`config.mk`:
```
export PLATFORM = sky130hd
export DESIGN_NAME = pic_vectored_irq
export DESIGN_NICKNAME = d
export VERILOG_FILES = /design/src/rtl/pic_pkg.sv /design/src/rtl/pic_edge_capture.sv /design/src/rtl/pic_prio_select.sv /design/src/rtl/pic_service_tracker.sv /design/src/rtl/pic_regfile.sv /design/src/rtl/pic_vectored_irq.sv
export SDC_FILE = /design/constraint.sdc
export NUM_CORES = 1
export LEC_CHECK = 0
export CORE_ASPECT_RATIO = 1.25
export CORE_MARGIN = 4
export CORE_UTILIZATION = 35
export CTS_BUF_LIST = sky130_fd_sc_hd__clkbuf_16
export DETAILED_ROUTE_END_ITERATION = 8
export HOLD_SLACK_MARGIN = 0.02
export SYNTH_ARGS = -nofsm -noshare
export SYNTH_HDL_FRONTEND = slang
export SYNTH_SLANG_ARGS = --single-unit
```
`constraint.sdc`:
```
create_clock -name clk -period 11.1 [get_ports clk]
set_input_delay 2.22 -clock clk [delete_from_list [all_inputs] [get_ports clk]]
set_output_delay 2.22 -clock clk [all_outputs]
set_load 0.02 [all_outputs]
```
`src/rtl/pic_pkg.sv`:
```
// Shared definitions for the prioritised vectored interrupt controller.
// Assumes register words are 4 bytes apart and that status registers
// follow directly after the handler-address registers.
package pic_pkg;

    // Register classes decoded from the word index on the bus.
    typedef enum logic [2:0] {
        REG_VEC  = 3'd0,
        REG_PEND = 3'd1,
        REG_EN   = 3'd2,
        REG_SVC  = 3'd3,
        REG_NONE = 3'd4
    } reg_kind_e;

    // Number of status words that follow the handler-address words.
    localparam int STATUS_WORDS = 3;

    // Classify a word index given the channel count.
    function automatic reg_kind_e classify(input int word, input int num_ch);
        if (word < num_ch)
            return REG_VEC;
        else if (word == num_ch)
            return REG_PEND;
        else if (word == num_ch + 1)
            return REG_EN;
        else if (word == num_ch + 2)
            return REG_SVC;
        else
            return REG_NONE;
    endfunction

endpackage

```
`src/rtl/pic_edge_capture.sv`:
```
// Turns request lines into sticky pending flags.
// Assumes the request lines are already synchronous to clk. A line that is
// high when reset is released counts as one rising edge.
module pic_edge_capture #(
    parameter int NUM_CH = 8
) (
    input  logic              clk,
    input  logic              rst_n,
    input  logic [NUM_CH-1:0] req_i,
    input  logic [NUM_CH-1:0] clr_i,
    output logic [NUM_CH-1:0] pending_o
);

    logic [NUM_CH-1:0] prev_q;
    logic [NUM_CH-1:0] pending_q;
    logic [NUM_CH-1:0] rise;

    // Detect a 0-to-1 change against the previous sample.
    always_comb begin
        rise = req_i & ~prev_q;
    end

    // Remember the last sample of the request lines.
    always_ff @(posedge clk) begin
        if (!rst_n)
            prev_q <= '0;
        else
            prev_q <= req_i;
    end

    // Set on a rising edge and clear on a software write; a new edge wins.
    always_ff @(posedge clk) begin
        if (!rst_n)
            pending_q <= '0;
        else
            pending_q <= (pending_q & ~clr_i) | rise;
    end

    assign pending_o = pending_q;

    // a flag drops only when software asked for it.
    a_r2_pending_sticky: assert property (@(posedge clk) disable iff (!rst_n)
        1'b1 |=> (($past(pending_q) & ~$past(clr_i) & ~pending_q) == '0));

    // a cleared flag stays clear unless an edge came in the same cycle.
    a_r3_clear_takes_effect: assert property (@(posedge clk) disable iff (!rst_n)
        (|clr_i) |=> ((pending_q & $past(clr_i) & ~$past(req_i & ~prev_q)) == '0));

endmodule

```
`src/rtl/pic_prio_select.sv`:
```
// Chooses the most urgent channel that may interrupt now.
// A channel qualifies when it is pending and enabled and no channel with the
// same or a lower index is in service. Index 0 is the most urgent. Purely
// combinational.
module pic_prio_select #(
    parameter int NUM_CH = 8,
    parameter int IDX_W  = 3
) (
    input  logic [NUM_CH-1:0] pending_i,
    input  logic [NUM_CH-1:0] enable_i,
    input  logic [NUM_CH-1:0] in_service_i,
    output logic              valid_o,
    output logic [IDX_W-1:0]  idx_o
);

    logic [NUM_CH-1:0] allowed;
    logic [NUM_CH-1:0] cand;

    // Build the mask of channels strictly more urgent than any in service.
    always_comb begin
        logic blocked;
        blocked = 1'b0;
        for (int i = 0; i < NUM_CH; i++) begin
            blocked    = blocked | in_service_i[i];
            allowed[i] = ~blocked;
        end
    end

    // Pick the lowest qualifying index.
    always_comb begin
        cand  = pending_i & enable_i & allowed;
        idx_o = '0;
        for (int i = NUM_CH - 1; i >= 0; i--) begin
            if (cand[i])
                idx_o = IDX_W'(i);
        end
        valid_o = |cand;
    end

endmodule

```
`src/rtl/pic_service_tracker.sv`:
```
// Keeps the set of channels whose handlers are running.
// An acknowledge adds the selected channel. An end-of-service strobe removes
// the lowest-indexed member. Assumes an acknowledge only while a channel is
// selected.
module pic_service_tracker #(
    parameter int NUM_CH = 8,
    parameter int IDX_W  = 3
) (
    input  logic              clk,
    input  logic              rst_n,
    input  logic              ack_i,
    input  logic              valid_i,
    input  logic [IDX_W-1:0]  sel_i,
    input  logic              eoi_i,
    output logic [NUM_CH-1:0] in_service_o
);

    logic [NUM_CH-1:0] in_service_q;
    logic [NUM_CH-1:0] lowest;
    logic [NUM_CH-1:0] add_mask;
    logic              take;

    // Isolate the most urgent in-service bit and form the entry mask.
    always_comb begin
        lowest   = in_service_q & (~in_service_q + NUM_CH'(1));
        take     = ack_i & valid_i;
        add_mask = '0;
        if (take)
            add_mask[sel_i] = 1'b1;
    end

    // Retire one level on end of service and enter one on acknowledge.
    always_ff @(posedge clk) begin
        if (!rst_n)
            in_service_q <= '0;
        else
            in_service_q <= (in_service_q & ~(eoi_i ? lowest : '0)) | add_mask;
    end

    assign in_service_o = in_service_q;

    // an accepted interrupt marks its channel as in service.
    a_r7_ack_marks_service: assert property (@(posedge clk) disable iff (!rst_n)
        (ack_i && valid_i) |=> in_service_q[$past(sel_i)]);

    // end of service alone retires exactly one level if any is active.
    a_r10_eoi_single_level: assert property (@(posedge clk) disable iff (!rst_n)
        (eoi_i && !(ack_i && valid_i)) |=>
            ($countones(in_service_q) ==
             $countones($past(in_service_q)) - int'(|$past(in_service_q))));

endmodule

```
`src/rtl/pic_regfile.sv`:
```
// Software-visible registers: per-channel handler addresses, the enable mask,
// and the decode of pending-clear and end-of-service writes. The read path is
// combinational. Assumes VEC_W and NUM_CH do not exceed DATA_W.
module pic_regfile
    import pic_pkg::*;
#(
    parameter int NUM_CH = 8,
    parameter int IDX_W  = 3,
    parameter int VEC_W  = 32,
    parameter int DATA_W = 32,
    parameter int ADDR_W = 6
) (
    input  logic              clk,
    input  logic              rst_n,
    input  logic              bus_sel_i,
    input  logic              bus_we_i,
    input  logic [ADDR_W-1:0] bus_addr_i,
    input  logic [DATA_W-1:0] bus_wdata_i,
    output logic [DATA_W-1:0] bus_rdata_o,
    input  logic [NUM_CH-1:0] pending_i,
    input  logic [NUM_CH-1:0] in_service_i,
    input  logic [IDX_W-1:0]  sel_i,
    output logic [NUM_CH-1:0] enable_o,
    output logic [NUM_CH-1:0] clr_o,
    output logic              eoi_o,
    output logic [VEC_W-1:0]  sel_vector_o
);

    localparam int WI = ADDR_W - 2;

    logic [WI-1:0]     word_idx;
    reg_kind_e         kind;
    logic              wr_en;
    logic [NUM_CH-1:0] enable_q;
    logic [VEC_W-1:0]  vec_q [NUM_CH];

    // Decode the word index into a register class.
    always_comb begin
        word_idx = bus_addr_i[ADDR_W-1:2];
        kind     = classify(int'(word_idx), NUM_CH);
        wr_en    = bus_sel_i & bus_we_i;
    end

    // One handler-address register per channel.
    for (genvar n = 0; n < NUM_CH; n++) begin : g_vec
        // Load the handler address when its word is written.
        always_ff @(posedge clk) begin
            if (!rst_n)
                vec_q[n] <= '0;
            else if (wr_en && kind == REG_VEC && word_idx == WI'(n))
                vec_q[n] <= bus_wdata_i[VEC_W-1:0];
        end
    end

    // Hold the enable mask.
    always_ff @(posedge clk) begin
        if (!rst_n)
            enable_q <= '0;
        else if (wr_en && kind == REG_EN)
            enable_q <= bus_wdata_i[NUM_CH-1:0];
    end

    // Produce the write-one-to-clear mask and the end-of-service strobe.
    always_comb begin
        clr_o = (wr_en && kind == REG_PEND) ? bus_wdata_i[NUM_CH-1:0] : '0;
        eoi_o = wr_en && kind == REG_SVC;
    end

    // Combinational read multiplexer; unmapped words read zero.
    always_comb begin
        bus_rdata_o = '0;
        case (kind)
            REG_VEC:  bus_rdata_o[VEC_W-1:0]  = vec_q[word_idx[IDX_W-1:0]];
            REG_PEND: bus_rdata_o[NUM_CH-1:0] = pending_i;
            REG_EN:   bus_rdata_o[NUM_CH-1:0] = enable_q;
            REG_SVC:  bus_rdata_o[NUM_CH-1:0] = in_service_i;
            default:  bus_rdata_o = '0;
        endcase
    end

    assign enable_o     = enable_q;
    assign sel_vector_o = vec_q[sel_i];

    // a write to an unmapped word leaves the enable mask alone.
    a_r11_unmapped_write_inert: assert property (@(posedge clk) disable iff (!rst_n)
        (wr_en && kind == REG_NONE) |=> $stable(enable_q));

    // a write to the enable word is visible on the next cycle.
    a_r5_enable_written: assert property (@(posedge clk) disable iff (!rst_n)
        (wr_en && kind == REG_EN) |=> (enable_q == $past(bus_wdata_i[NUM_CH-1:0])));

endmodule

```
`src/rtl/pic_vectored_irq.sv`:
```
// Top of the prioritised vectored interrupt controller.
// It latches request edges and selects the most urgent pending, enabled
// channel above the current service level. It drives one interrupt line with
// that channel's handler address and tracks nested service levels.
// Assumes irq_ack_i is pulsed only while irq_o is high.
module pic_vectored_irq #(
    parameter int NUM_CH = 8,
    parameter int VEC_W  = 32,
    parameter int DATA_W = 32,
    parameter int ADDR_W = 6,
    parameter int IDX_W  = $clog2(NUM_CH)
) (
    input  logic              clk,
    input  logic              rst_n,
    input  logic [NUM_CH-1:0] irq_req_i,
    input  logic              bus_sel_i,
    input  logic              bus_we_i,
    input  logic [ADDR_W-1:0] bus_addr_i,
    input  logic [DATA_W-1:0] bus_wdata_i,
    output logic [DATA_W-1:0] bus_rdata_o,
    output logic              irq_o,
    input  logic              irq_ack_i,
    output logic [VEC_W-1:0]  irq_vector_o,
    output logic [IDX_W-1:0]  irq_chan_o
);

    logic [NUM_CH-1:0] pending;
    logic [NUM_CH-1:0] enable;
    logic [NUM_CH-1:0] clr_mask;
    logic [NUM_CH-1:0] in_service;
    logic              eoi;
    logic              sel_valid;
    logic [IDX_W-1:0]  sel_idx;
    logic [VEC_W-1:0]  sel_vector;

    pic_edge_capture #(
        .NUM_CH (NUM_CH)
    ) u_edge (
        .clk       (clk),
        .rst_n     (rst_n),
        .req_i     (irq_req_i),
        .clr_i     (clr_mask),
        .pending_o (pending)
    );

    pic_prio_select #(
        .NUM_CH (NUM_CH),
        .IDX_W  (IDX_W)
    ) u_select (
        .pending_i    (pending),
        .enable_i     (enable),
        .in_service_i (in_service),
        .valid_o      (sel_valid),
        .idx_o        (sel_idx)
    );

    pic_service_tracker #(
        .NUM_CH (NUM_CH),
        .IDX_W  (IDX_W)
    ) u_service (
        .clk          (clk),
        .rst_n        (rst_n),
        .ack_i        (irq_ack_i),
        .valid_i      (sel_valid),
        .sel_i        (sel_idx),
        .eoi_i        (eoi),
        .in_service_o (in_service)
    );

    pic_regfile #(
        .NUM_CH (NUM_CH),
        .IDX_W  (IDX_W),
        .VEC_W  (VEC_W),
        .DATA_W (DATA_W),
        .ADDR_W (ADDR_W)
    ) u_regs (
        .clk          (clk),
        .rst_n        (rst_n),
        .bus_sel_i    (bus_sel_i),
        .bus_we_i     (bus_we_i),
        .bus_addr_i   (bus_addr_i),
        .bus_wdata_i  (bus_wdata_i),
        .bus_rdata_o  (bus_rdata_o),
        .pending_i    (pending),
        .in_service_i (in_service),
        .sel_i        (sel_idx),
        .enable_o     (enable),
        .clr_o        (clr_mask),
        .eoi_o        (eoi),
        .sel_vector_o (sel_vector)
    );

    // Drive the core-facing outputs; the vector is zero when idle.
    always_comb begin
        irq_o        = sel_valid;
        irq_chan_o   = sel_idx;
        irq_vector_o = sel_valid ? sel_vector : '0;
    end

    // Channels at or below the shown index, used only by the checks below.
    logic [NUM_CH-1:0] upto_chan;
    always_comb begin
        for (int i = 0; i < NUM_CH; i++)
            upto_chan[i] = (IDX_W'(i) <= irq_chan_o);
    end

    // the shown channel is both pending and enabled.
    a_r6_source_pending_enabled: assert property (@(posedge clk) disable iff (!rst_n)
        irq_o |-> (pending[irq_chan_o] && enable[irq_chan_o]));

    // no interrupt at or below the most urgent in-service level.
    a_r8_no_lower_irq: assert property (@(posedge clk) disable iff (!rst_n)
        irq_o |-> ((in_service & upto_chan) == '0));

    // the vector is zero whenever the line is low.
    a_r6_idle_vector_zero: assert property (@(posedge clk) disable iff (!rst_n)
        !irq_o |-> (irq_vector_o == '0));

endmodule

```
==> out/results.ini, run 1 <==
[outcome]
outcome=complete, no violations

[die]
io_pins=119
die_h_um=240
dieArea_um2=46300
fp.coreArea_um2=42300
die_w_um=193
start_util_pct=35.5
rows=84

[power]
power.density_nw_per_um2=143
vdd_ir_drop_max_mv=0.121
p_leak_nw=5.98

[layout]
fin_nets=1331
finalNonFillerCells=1863
drive_gt1_share_pct=12.3
num_antenna_cells=0
area_growth_pct=18.2

[timing]
fin_skew_ns=0.00600
finalHoldViolations=0
post-route-min-period_ns=7.64
tightest_slew_ns=1.16
rsz0062_at_grt=no
setup_ws_ns=3.46
timing.final.crit_share_pct=68.8
slew_headroom_pct=22.3
tns_ns=0
setup_viol=0
max_freq_ghz=0.131
slew_viol_final=0

[critical_path]
worstPathCellList=buf_4, buf_4, mux4_2, mux2i_1, o22ai_1, clkdlybuf4s50_1
critPathSlowestCell=buf_4
path_class=primary input to output pin
end_kind=output pin
cp_num_buf_inv=3
cp-start-kind=primary input
crit_family=buffers and inverters
cp.arrival_ns=5.42
crit_required_ns=8.88
path_max_fanout=40
cp_common_cell=buf_4
slowest_delay_ns=0.78

[place]
dp_cells=1807
post-place-ws_ns=3.39
hpwl_mm=25.1
gp_congestion=0.809
io_buffers=116

[clocking]
cts_tree=built
cts_hold_buf=0
clockBufferDepth=3
h-tree-depth=1
cts.sinks=288
cts_buffers=30
cts_resized=0
cts-root-buf=clkbuf_16
clock_latency_ns=0.58
post-cts-setup-buffers=0
clk_pin_slew_ns=0.06

[synthesis]
yosysSeqAreaShare_pct=55.5
ys_ff_latch=288
postSynthAreaPerCell_um2=12.4
synthArstFlopShare_pct=0
synth_top_area_cell=edfxtp_1
yosysWarningCount=0
synth_edf_count=256
syn-instance-count=1209
yosys-top-cells-area=edfxtp_1 51%, and2_1 11%, mux4_2 9.6%, mux2i_1 4.8%, dfxtp_1 4.3%
ys_types=44
ys.flop_type=edfxtp_1
syn_nets=1260
synth.most_common_cell=and2_1
syn_area_um2=15000
synth_top_area_share_pct=51.2
synth_commonest_cells=266 x and2_1, 256 x edfxtp_1, 124 x nor3_1

[job]
max_cap_violations=0

[route]
wl_per_cell_um=25.0
initialDrtViolationCount=857
num_vias=10452
route.detailed.drc=0
firstDrtPassIters=5
drtAntennaViolNets=0
vias_per_cell=5.61
wirelength_mm=46.5

[global_routing]
grt_pass1_wl_mm=68.6
antenna_found_initial=2
grt_pass1_vias=10960
grt_start_max_net_pins=68
grt_usage_pct=19.5
overflow=0

[worst_hold_path]
hold_path_class=register to register

through the flow:
step	hold slack, ns	utilization (%)	cell area (µm²)	power (mW)
floorplan	0.460	-	15000	1.42
global placement	0.484	39.6	16700	1.53
detailed placement	0.500	39.6	16700	1.54
CTS	0.509	42.0	17800	2.56
global route	0.548	42.0	17800	2.63
finish	0.510	42.0	17800	2.55
routing by layer:
| layer | up-vias | share of wire, % | track usage [%] |
|---|---|---|---|
| met5 | - | 0.028 | 0 |
| li1 | 4700 | - | - |
| met3 | 93 | 6.2 | 3.14 |
| met4 | 2 | 3.6 | 7.90 |
| met1 | 5237 | 39 | 23.4 |
| met2 | 420 | 51 | 35.3 |
report_power, final:
part | leakage [nW] | switching, mW | total, mW | internal (mW)
combinational | 2.76 | 0.137 | 0.243 | 0.107
clock | 0.519 | 0.443 | 1.03 | 0.591
sequential | 2.70 | 0.0318 | 1.27 | 1.24
worst min-delay path, stage by stage, from the launching register on:
cell,delay [ns]
dfxtp_1,0.32
o21ai_0,0.06
a21boi_0,0.07
state kept, by name (all words and copies together), names as in the netlist:
register,count
u_edge.pending_o,8
u_edge.prev_q,8
u_regs.enable_o,8
u_regs.vec_q,256
u_service.in_service_o,8
final timing paths:
path	depth (start not counted)	from	endpoint	slack, ns
worst max register to register	7	u_service.in_service_o[5]	u_service.in_service_o[6]	8.47
worst max-delay path	6	bus_addr_i[2]	bus_rdata_o[4]	3.46
worst min register to register	2	u_regs.enable_o[1]	u_regs.enable_o[1]	0.51
worst min-delay path	2	u_regs.enable_o[1]	u_regs.enable_o[1]	0.51
cell families after synthesis:
kind of cell           synth area share, %
AND/OR/NAND/NOR                       19.5
flip-flops                            55.5
AO/OA/AOI/OAI                         7.57
multiplexers                          14.4
buffers and inverters                 3.10
cell type report:
type                       count  area, µm²
clock buffer                  32        801
clock inverter                24        214
fill                        3934      24500
inverter                       1       16.3
multi-input combinational    824       6410
sequential                   288       8330
tap                          559        699
timing repair buffer         135       1280
placed cells by master, fill, tap and decap left out, types with 13 or more instances in the layout:
cell type	n
and2_1	266
edfxtp_1	256
nor3_1	124
clkdlybuf4s50_1	111
mux2i_1	72
o22ai_1	67
mux4_2	64
nor2_1	46
a2bb2oi_1	32
clkbuf_16	32
dfxtp_1	32
nand2_1	25
buf_4	21
nor2b_1	20
a21oi_1	17
o21ai_0	15
a21boi_0	13
Note: power is estimated with default switching activity, not from simulation.
==> inputs of run 2 (changes only) <==
==> constraint.sdc (replaced) <==
create_clock -name clk -period 7.3 [get_ports clk]
set_input_delay 1.46 -clock clk [delete_from_list [all_inputs] [get_ports clk]]
set_output_delay 1.46 -clock clk [all_outputs]
set_load 0.02 [all_outputs]
==> run 2 against run 1 <==
Sequential power rose by 52%. Clock skew rose by 0.0057 ns. Global-route usage fell by 0.099 points. Worst hold slack got worse by 0.011 ns.
==> out/results.ini, run 2 (synthesis gave the netlist of run 1 again) <==
[critical_path]
rr_startpoint=u_service.in_service_o[0]  ; was u_service.in_service_o[5]
ff2ff_path_depth=7  ; unchanged
reg2reg_slack_ns=4.71  ; was 8.47 ns
cp-start-kind=primary input  ; unchanged
path_class=primary input to output pin  ; unchanged
cp_common_cell=buf_4  ; unchanged
crit_path_start=bus_addr_i[2]  ; unchanged
end_kind=output pin  ; unchanged
worstPathCellList=buf_4, buf_4, mux4_2, mux2i_1, o22ai_1, clkdlybuf4s50_1  ; unchanged
cp.arrival_ns=4.24  ; was 5.42 ns
slowest_delay_ns=0.64  ; was 0.78 ns
crit_required_ns=5.84  ; was 8.88 ns
crit_end=bus_rdata_o[7]  ; was bus_rdata_o[4]
rr_endpoint=u_service.in_service_o[6]  ; unchanged
critPathSlowestCell=buf_4  ; unchanged
path_max_fanout=46  ; was 40

[die]
rows=84  ; unchanged
io_pins=119  ; unchanged
die_h_um=240  ; unchanged
start_util_pct=35.5  ; unchanged
die_w_um=193  ; unchanged
fp.coreArea_um2=42300  ; unchanged
dieArea_um2=46300  ; unchanged

[layout]
final_cell_mix=266 x and2_1, 256 x edfxtp_1, 124 x nor3_1  ; unchanged
final_common_cell=and2_1  ; unchanged
largest_register_ffs=256  ; unchanged
drive_gt1_share_pct=12.9  ; was 12.3%
regMostFlops=u_regs.vec_q  ; unchanged
final_util_pct=42.2  ; was 42.0%
fin_area_um2=17800  ; about the same
fin_nets=1334  ; was 1331
finalNonFillerCells=1866  ; was 1863
area_growth_pct=18.8  ; was 18.2%

[place]
dp_cells=1811  ; was 1807
dpl-instance-area_um2=16800  ; was 16700 µm²
io_buffers=116  ; unchanged
hpwl_mm=26.1  ; was 25.1 mm
gp_congestion=0.843  ; was 0.809

[route]
num_vias=10582  ; was 10452
firstDrtPassIters=5  ; unchanged
drtAntennaViolNets=0  ; unchanged
wirelength_mm=47.0  ; was 46.5 mm
vias_per_cell=5.67  ; was 5.61
route.detailed.drc=0  ; unchanged
wl_per_cell_um=25.2  ; was 25.0 µm
initialDrtViolationCount=954  ; was 857

[timing]
timing.final.crit_share_pct=78.1
slew_viol_final=0  ; unchanged
finalHoldViolations=0  ; unchanged
tns_ns=0  ; unchanged
rsz0062_at_grt=no  ; unchanged
fin_skew_ns=0.0117  ; was 0.00600 ns
slew_headroom_pct=22.9  ; was 22.3%
tightest_slew_ns=1.15  ; was 1.16 ns
setup_viol=0  ; unchanged
max_freq_ghz=0.175
post-route-min-period_ns=5.70

[power]
p_leak_nw=6.00  ; was 5.98 nW
power.density_nw_per_um2=222  ; was 143 nW/µm²
power.total_mw=3.95  ; was 2.55 mW
vdd_ir_drop_max_mv=0.164  ; was 0.121 mV

[clocking]
cts_resized=0  ; unchanged
cts-root-buf=clkbuf_16  ; unchanged
cts_hold_buf=0  ; unchanged
cts_tree=built  ; unchanged
clock_latency_ns=0.59  ; was 0.58 ns
h-tree-depth=1  ; unchanged
clk_pin_slew_ns=0.07  ; was 0.06 ns
post-cts-setup-buffers=0  ; unchanged
cts_buffers=29  ; was 30
cts.sinks=288  ; unchanged
clockBufferDepth=3  ; unchanged

[job]
max_cap_violations=0  ; unchanged

[global_routing]
grt_pass1_vias=10795  ; was 10960
grt_start_max_net_pins=66  ; was 68
antenna_found_initial=1  ; was 2
grt_usage_pct=19.4  ; was 19.5%
overflow=0  ; unchanged
grt_pass1_wl_mm=68.2  ; was 68.6 mm

[worst_hold_path]
hold_path_class=register to register  ; unchanged

[outcome]
outcome=complete, no violations  ; unchanged

run 2: cell type report:
type                    count  area, µm²
clock buffers              32        801
flip-flops and latches    288       8330
multi-input cells         824       6410
inverters                   1       16.3
repair buffers            139       1310
fillers                  3929      24400
well taps                 559        699
diodes                      1       2.50
clock inverters            22        262
run 2: worst max-delay path: cells and delay by family:
kind / cells / cell delay, ns
compound gates: 1 / 0.15
buf+inv: 3 / 1.73
mux: 2 / 0.82
run 2: metrics by stage:
stage | hold slack, ns | setup WS [ns]
after global routing | 0.541 | 1.42
after CTS | 0.502 | 1.53
final | 0.499 | 1.60
after global placement | 0.487 | 1.54
after detailed placement | 0.495 | 1.52
after floorplan | 0.460 | 2.22
run 2: power breakdown:
part	leakage [nW]	internal [mW]	switching (mW)
sequential	2.70	1.88	0.0486
combinational	2.78	0.163	0.210
clock	0.518	0.974	0.676
total	6.00	3.02	0.935
run 2: how the worst min path moves through the flow:
stage | from | to | slack [ns] | cells after the start
2_1_floorplan | u_service.in_service_o[7] | u_service.in_service_o[7] | 0.46 | 2
3_3_place_gp | u_service.in_service_o[7] | u_service.in_service_o[7] | 0.49 | 2
3_5_place_dp | u_service.in_service_o[7] | u_service.in_service_o[7] | 0.49 | 2
4_1_cts | u_service.in_service_o[7] | u_service.in_service_o[7] | 0.50 | 2
5_1_grt | u_service.in_service_o[7] | u_service.in_service_o[7] | 0.54 | 2
6_report | u_service.in_service_o[7] | u_service.in_service_o[7] | 0.50 | 2
run 2: routing by layer:
metal	global-route usage, %	routed length, µm
met1	23.3	17800
met2	36.0	24600
met3	1.90	3000
met4	7.68	1660
met5	0	0
==> inputs of run 3 (changes only) <==
==> constraint.sdc (replaced) <==
create_clock -name clk -period 5.6 [get_ports clk]
set_input_delay 1.12 -clock clk [delete_from_list [all_inputs] [get_ports clk]]
set_output_delay 1.12 -clock clk [all_outputs]
set_load 0.02 [all_outputs]
==> run 3 against run 2 <==
Register-to-register slack got worse by 1.9 ns. Non-clock buffer count grew 19. Die area stayed put. Design area is 0.65% higher. First-iteration DRC count down 14%. Critical path depth is 2 higher. Via count grew 0.99%. Critical endpoint is now irq_vector_o[23].
==> out/results.ini, run 3 (synthesis gave the netlist of run 1 again) <==
[outcome]
outcome=complete, no violations  ; unchanged

[die]
dieArea_um2=46300  ; unchanged
fp.coreArea_um2=42300  ; unchanged
io_pins=119  ; unchanged
die_w_um=193  ; unchanged
rows=84  ; unchanged
start_util_pct=35.5  ; unchanged
die_h_um=240  ; unchanged

[global_routing]
grt_pass1_vias=10681  ; was 10795
grt_pass1_wl_mm=69.0  ; was 68.2 mm
grt_usage_pct=19.6  ; was 19.4%
antenna_found_initial=1  ; unchanged
overflow=0  ; unchanged
grt_start_max_net_pins=67  ; was 66

[place]
gp_congestion=0.852  ; was 0.843
io_buffers=116  ; unchanged
hpwl_mm=27.9  ; was 26.1 mm

[route]
initialDrtViolationCount=822  ; was 954
wirelength_mm=47.0  ; about the same
firstDrtPassIters=5  ; unchanged
num_vias=10687  ; was 10582
wl_per_cell_um=24.9  ; was 25.2 µm
drtAntennaViolNets=0  ; unchanged
vias_per_cell=5.66  ; was 5.67
route.detailed.drc=0  ; unchanged

[timing]
finalHoldViolations=0  ; unchanged
setup_viol=0  ; unchanged
fin_skew_ns=0.00661  ; was 0.0117 ns
max_freq_ghz=0.187
whs_ns=0.497  ; was 0.499 ns
tns_ns=0  ; unchanged
slew_headroom_pct=22.6  ; was 22.9%
post-route-min-period_ns=5.35
tightest_slew_ns=1.16  ; was 1.15 ns
timing.final.crit_share_pct=95.5
slew_viol_final=0  ; unchanged
rsz0062_at_grt=no  ; unchanged

[clocking]
clockBufferDepth=3  ; unchanged
clk_pin_slew_ns=0.06  ; was 0.07 ns
cts_tree=built  ; unchanged
cts-root-buf=clkbuf_16  ; unchanged
cts_resized=0  ; unchanged
cts_hold_buf=0  ; unchanged
clock_latency_ns=0.59  ; about the same
cts.sinks=288  ; unchanged
cts_buffers=31  ; was 29
post-cts-setup-buffers=0  ; unchanged
h-tree-depth=1  ; unchanged

[critical_path]
cp.arrival_ns=4.23  ; was 4.24 ns
cp-start-kind=register  ; was primary input
end_kind=output pin  ; unchanged
crit_required_ns=4.48  ; was 5.84 ns
path_max_fanout=16  ; was 46
reg2reg_slack_ns=2.85  ; was 4.71 ns
rr_endpoint=u_service.in_service_o[7]  ; was u_service.in_service_o[6]
ff2ff_path_depth=7  ; unchanged
rr_startpoint=u_service.in_service_o[0]  ; unchanged
path_class=register to output pin  ; was primary input to output pin

[layout]
final_cell_mix=266 x and2_1, 256 x edfxtp_1, 124 x nor3_1  ; unchanged
multi_input_area_um2=6400  ; was 6410 µm²
largest_register_ffs=256  ; unchanged
final_common_cell=and2_1  ; unchanged
fill_cells=3913  ; was 3929
area_growth_pct=19.5  ; was 18.8%
fin_nets=1355  ; was 1334
final-seq-area_um2=8330  ; unchanged
regMostFlops=u_regs.vec_q  ; unchanged
drive_gt1_share_pct=13.8  ; was 12.9%

[power]
vdd_ir_drop_max_mv=0.225  ; was 0.164 mV
p_leak_nw=6.10  ; was 6.00 nW
power.density_nw_per_um2=281  ; was 222 nW/µm²

[worst_hold_path]
min_path_cells=2  ; unchanged
hold_path.startpoint=u_regs.enable_o[4]  ; was u_service.in_service_o[7]
holdPathEnd=u_regs.enable_o[4]  ; was u_service.in_service_o[7]
hold_path_class=register to register  ; unchanged

[job]
max_cap_violations=0  ; unchanged

run 3: cell types whose count changed in the layout (fill, tap and decap cells not counted), sizes merged:
cell	previous run	this run
buf	28	47
clkinv	10	17
clkinvlp	3	0
inv	5	8
bufinv	5	3
clkbuf	32	31
run 3: worst max-delay path by stage:
stage	start	endpoint	slack, ns	cells past startpoint
2_1_floorplan	bus_addr_i[2]	u_regs.vec_q[3][0]	0.86	4
3_3_place_gp	bus_addr_i[2]	bus_rdata_o[23]	0.82	6
3_5_place_dp	bus_addr_i[2]	bus_rdata_o[23]	0.80	6
4_1_cts	u_service.in_service_o[0]	irq_vector_o[24]	0.24	8
5_1_grt	u_service.in_service_o[0]	irq_vector_o[24]	0.09	8
6_report	u_service.in_service_o[0]	irq_vector_o[23]	0.25	8
run 3: where the power goes:
part           switching (mW)  leakage, nW  internal, mW
logic                   0.274         2.89         0.219
registers              0.0634         2.70          2.45
clock network           0.888        0.510          1.15
total                    1.23         6.10          3.82
run 3: final cells by class:
type	instances	share of cell area, %
clock buffers	31	4.32
multi-input cells	824	35.7
repair buffers	158	8.39
well taps	559	3.90
clock inverters	27	1.23
inverters	1	0.0906
flip-flops and latches	288	46.4
diodes	1	0.0139
run 3: metrics by stage:
step	setup slack [ns]	utilization, %	cells	instance area (µm²)	power [mW]
floorplan	0.864	-	1209	15000	2.81
global placement	0.824	40.1	1830	17000	3.05
detailed placement	0.802	40.1	1830	17000	3.06
CTS	0.238	42.5	1888	17900	5.07
global route	0.0925	42.5	1889	18000	5.19
finish	0.250	42.5	1889	18000	5.04
run 3: routing by layer:
metal  vias up  part of all wire [%]  global-route usage, %
li1       4753                     -                      -
met1      5320                    38                   24.0
met2       516                    52                   35.7
met3        98                   7.3                   2.52
met4         0                   3.4                   7.17
met5         -                     0                      0
run 3: worst max-delay path, stage by stage (launching register included):
cell	delay (ns)
dfxtp_1	0.38
or4_4	0.57
nor2_4	0.13
o21ai_0	0.27
nand3_1	0.17
nand2_1	0.65
buf_4	0.48
a2bb2oi_1	0.30
clkdlybuf4s50_1	0.68
